--- src/rtl/dual_if_splitter.sv ---
module dual_if_splitter #(
  parameter int DW    = 16,
  parameter int TAPS1 = 4,
  parameter int TAPS2 = 6
) (
  input  logic                                   clk,
  input  logic                                   rst_n,
  input  logic                                   smp_vld,
  input  logic signed [DW-1:0]                   smp_data,
  output logic signed [DW+$clog2(TAPS1)-1:0]     if1_sum,
  output logic                                   if1_vld,
  output logic signed [DW+$clog2(TAPS2)-1:0]     if2_sum,
  output logic                                   if2_vld
);
  localparam int W1  = DW + $clog2(TAPS1);
  localparam int W2  = DW + $clog2(TAPS2);
  localparam int CW1 = $clog2(TAPS1 + 1);
  localparam int CW2 = $clog2(TAPS2 + 1);

  logic [TAPS1-1:0][DW-1:0] line1;
  logic [TAPS2-1:0][DW-1:0] line2;
  logic [CW1-1:0]           fill1;
  logic [CW2-1:0]           fill2;

  wire signed [W1-1:0] new1 = {{(W1-DW){smp_data[DW-1]}}, smp_data};
  wire signed [W1-1:0] old1 = {{(W1-DW){line1[TAPS1-1][DW-1]}}, line1[TAPS1-1]};
  wire signed [W2-1:0] new2 = {{(W2-DW){smp_data[DW-1]}}, smp_data};
  wire signed [W2-1:0] old2 = {{(W2-DW){line2[TAPS2-1][DW-1]}}, line2[TAPS2-1]};

  always_ff @(posedge clk or negedge rst_n) begin
    if (!rst_n) begin
      line1   <= '0;
      fill1   <= '0;
      if1_sum <= '0;
      if1_vld <= 1'b0;
    end else if (smp_vld) begin
      line1   <= {line1[TAPS1-2:0], smp_data};
      if1_sum <= if1_sum + new1 - old1;
      if1_vld <= (fill1 >= CW1'(TAPS1 - 1));
      if (fill1 != CW1'(TAPS1)) fill1 <= fill1 + 1'b1;
    end else begin
      if1_vld <= 1'b0;
    end
  end

  always_ff @(posedge clk or negedge rst_n) begin
    if (!rst_n) begin
      line2   <= '0;
      fill2   <= '0;
      if2_sum <= '0;
      if2_vld <= 1'b0;
    end else if (smp_vld) begin
      line2   <= {line2[TAPS2-2:0], smp_data};
      if2_sum <= if2_sum + new2 - old2;
      if2_vld <= (fill2 >= CW2'(TAPS2 - 1));
      if (fill2 != CW2'(TAPS2)) fill2 <= fill2 + 1'b1;
    end else begin
      if2_vld <= 1'b0;
    end
  end
endmodule


--- config.mk ---
export PLATFORM = sky130hd
export DESIGN_NAME = dual_if_splitter
export DESIGN_NICKNAME = d
export VERILOG_FILES = /design/src/rtl/dual_if_splitter.sv
export SDC_FILE = /design/constraint.sdc
export NUM_CORES = 1
export LEC_CHECK = 0
export ABC_AREA = 1
export ABC_CLOCK_PERIOD_IN_PS = 4650
export CAP_MARGIN = 20
export CORE_ASPECT_RATIO = 1.5
export CORE_MARGIN = 3
export CORE_UTILIZATION = 55
export DETAILED_ROUTE_END_ITERATION = 6
export DONT_BUFFER_PORTS = 1
export GPL_TIMING_DRIVEN = 0
export PLACE_DENSITY = 0.81
export RECOVER_POWER = 50
export SYNTH_ARGS = -nofsm -noshare
export SYNTH_HDL_FRONTEND = slang
export SYNTH_SLANG_ARGS = --single-unit
export TNS_END_PERCENT = 50
--- constraint.sdc ---
create_clock -name clk -period 4.65 [get_ports clk]
set_input_delay 0.2325 -clock clk [delete_from_list [all_inputs] [get_ports clk]]
set_output_delay 0.2325 -clock clk [all_outputs]
set_load 0.02 [all_outputs]
==> qor.csv <==
metric,value,unit
status,finished clean,
antenna_cells,0,
yosys.area.top_type,dfrtp_1,
yosysTopAreaCellShare,41.9,%
syn_area,8430,sq um
insertion_delay,430,ps
drtIter0Drc,412,
grt_pass1_vias,7141,
power_leakage,0.00507,uW
cts_root_buf,clkbuf_16,
max_stage_delay,540,ps
cp-startpoint,if1_sum[7]$_DFFE_PN0P_,
wl_per_cell,15.5,microns
gp_congestion,0.949,
arrival,2970,ps
ys_types,27,
wl,20.3,mm
end_kind,register,
final_common_cell,nand2_1,
p_seq_share,28.2,%
placement_rows,54,
fmax,383,MHz
die_w,107,microns
synth_fa_ha_area_share,15.0,%
synth_top_family_by_area,simple AND/OR/NAND/NOR gates,
skew,10.3,ps
whs,61.6,ps
synth_area_leaders,"dfrtp_1 42%, nand2_1 17%, inv_1 8.4%, fa_1 8.3%, ha_1 6.7%",
path_common_cell,nand2_1,
num_vias,6772,
clkPwrFrac,19.7,%
finalCritPeriodShare,56.1,%
slew_headroom,49.0,%
drc,0,
hp-start,smp_data[0],
crit_chain,inv_1 > fa_1 > inv_1 > ha_1 > nand2_1 > inv_1 > a21oi_1 > nand3_2 > nand2_1 > nand2_1 > nand2_1 > nand3_1 > nand2_1,
cts_tree,done,
hold_class,input pin to register,
die_height,158,microns
coreArea,14800,sq um
grt_setup_unrepaired,no,
ant_nets,0,
period_needed,2610,ps
dieArea,16900,sq um
cts_sinks,141,
grt_max_degree,142,
synth_simple_gate_area_share,24.2,%
final_nets,1196,
hold_viol,0,
fin_util,62.9,%
ys_seq_elements,141,
start_util,57.0,%
vias_per_cell,5.19,
crit_slowest_cell,dfrtp_1,
boundaryPins,58,
finalSetupTns,0,ps
r2r-start,if1_sum[7]$_DFFE_PN0P_,
final_cell_count_no_fill,1306,
dp_slack,2080,ps
drive_above_1_share,4.95,%
area_growth,10.5,%
setup_ws,2040,ps
intPower,3770,uW
cts.reportedPaths.clkPinSlew,60,ps
numCtsBuffers,17,
cp_max_fo,4,
path_class,register to register,
cts.repair.resized,0,
ir_drop,0.277,mV
cp.required,5010,ps
port_buffers,0,
synth.area.mux_share,0,%
gr-total-overflow,0,
drv_cap,0,
start_kind,register,
p_switching,3380,uW
comb_power_share,52.1,%
synth_xor_area_share,1.56,%
timing.final.max_slew_violations,0,
p_sw_share,47.3,%
grt_pass1_wl,33.4,mm
dp.cells,1271,
antenna_found_initial,0,
synth-compound-area-share,7.12,%
finalSetupViolations,0,
syn_nets,1174,
first_pass_iters,5,
synthCells,1075,
worstMarginPinSlew,766,ps
clockBufferDepth,2,
grt_usage,25.6,%
mostFrequentLayoutCells,"392 x nand2_1, 190 x inv_1, 141 x dfrtp_1",
power.density,768,nW/um^2
synth.avg_cell_area,7.84,sq um
hpwl,15.3,mm
synth_seq_area_share,41.9,%
cts.htree.levels,4,
yosysWarnings,0,
==> metal layers <==
| layer | up-vias | global-route usage [%] | wire length [microns] |
|---|---|---|---|
| met1 | 3245 | 28.1 | 7790 |
| li1 | 3306 | - | - |
| met5 | - | 0 | 0 |
| met2 | 158 | 46.5 | 10800 |
| met3 | 63 | 4.98 | 896 |
| met4 | 0 | 13.3 | 844 |
==> flip-flops by register name (all words and copies together), names as in the netlist <==
name,flops
if1_sum,18
line2,80
fill2,3
if2_vld,1
if2_sum,19
if1_vld,1
line1,16
fill1,3
==> Yosys cell counts <==
| cell | number |
|---|---|
| inv_2 | 1 |
| fa_1 | 35 |
| nor3_1 | 6 |
| nand3_1 | 37 |
| a21oi_1 | 31 |
| nor2_1 | 41 |
| inv_1 | 189 |
| o22ai_1 | 7 |
| xnor2_1 | 9 |
| dlymetal6s2s_1 | 1 |
| xor2_1 | 6 |
| o21ai_0 | 68 |
| dfrtp_1 | 141 |
| ha_1 | 45 |
| nor2_2 | 2 |
| nand3_2 | 6 |
| buf_2 | 13 |
| o21ai_1 | 7 |
| and2_1 | 4 |
| a21oi_2 | 2 |
| clkbuf_1 | 13 |
| nand2_2 | 5 |
| nand3b_1 | 9 |
| buf_4 | 3 |
| nand2_1 | 392 |
| nand4_1 | 1 |
| o21ai_2 | 1 |
==> power by group through the flow <==
stage | logic, uW | registers [uW] | clock network (uW)
2_1_floorplan | 2910 | 1950 | 0
5_1_grt | 4290 | 2060 | 1480
4_1_cts | 3730 | 2020 | 1420
3_5_place_dp | 3660 | 2040 | 0
6_report | 3720 | 2020 | 1410
3_3_place_gp | 3550 | 2030 | 0
==> per-stage QoR <==
stage                     cell area (sq um)  total power [uW]
after floorplan                        8430              4850
after global placement                 8670              5580
after detailed placement               8670              5690
after CTS                              9330              7170
after global routing                   9310              7820
final                                  9310              7160
==> cell families after synthesis <==
logic type / after synthesis
buffers and inverters: 220
DFF: 141
adders and majority gates: 80
and+or+nand+nor: 503
xor gates and xnor gates: 15
AOI/OAI and AO/OA: 116
==> worst max-delay path: cells and delay by family, from the launching register on <==
family | cells | cell delay [ps]
and+or+nand+nor | 7 | 700
AOI/OAI and AO/OA | 1 | 180
buffers and inverters | 3 | 260
DFF | 1 | 540
adders and majority gates | 2 | 860
==> worst paths after layout <==
kind / endpoint / slack [ps] / cells after the start
min in group asynchronous: line2[19]$_DFFE_PN0P_ / 400 / 2
worst max-delay path: if1_sum[17]$_DFFE_PN0P_ / 2040 / 13
worst min-delay path: if2_sum[0]$_DFFE_PN0P_ / 60 / 3
worst max register to register: if1_sum[17]$_DFFE_PN0P_ / 2040 / 13
worst min register to register: line2[83]$_DFFE_PN0P_ / 470 / 2
max in group asynchronous: if1_sum[8]$_DFFE_PN0P_ / 3600 / 2
==> area by class of cell <==
class | count | area (sq um)
clock inverter | 13 | 165
fill | 1237 | 5480
tap | 196 | 245
buffer | 30 | 133
clock buffer | 19 | 443
timing repair buffer | 3 | 47.5
inverter | 190 | 713
multi-input combinational | 714 | 4040
sequential | 141 | 3530
==> what timing repair did <==
item / in CTS / in global routing
endpoints found under the hold margin: 142 / 0
hold buffers: 3 / 0
buffers inserted: 0 / 0
Power figures use the tool's default switching activity.
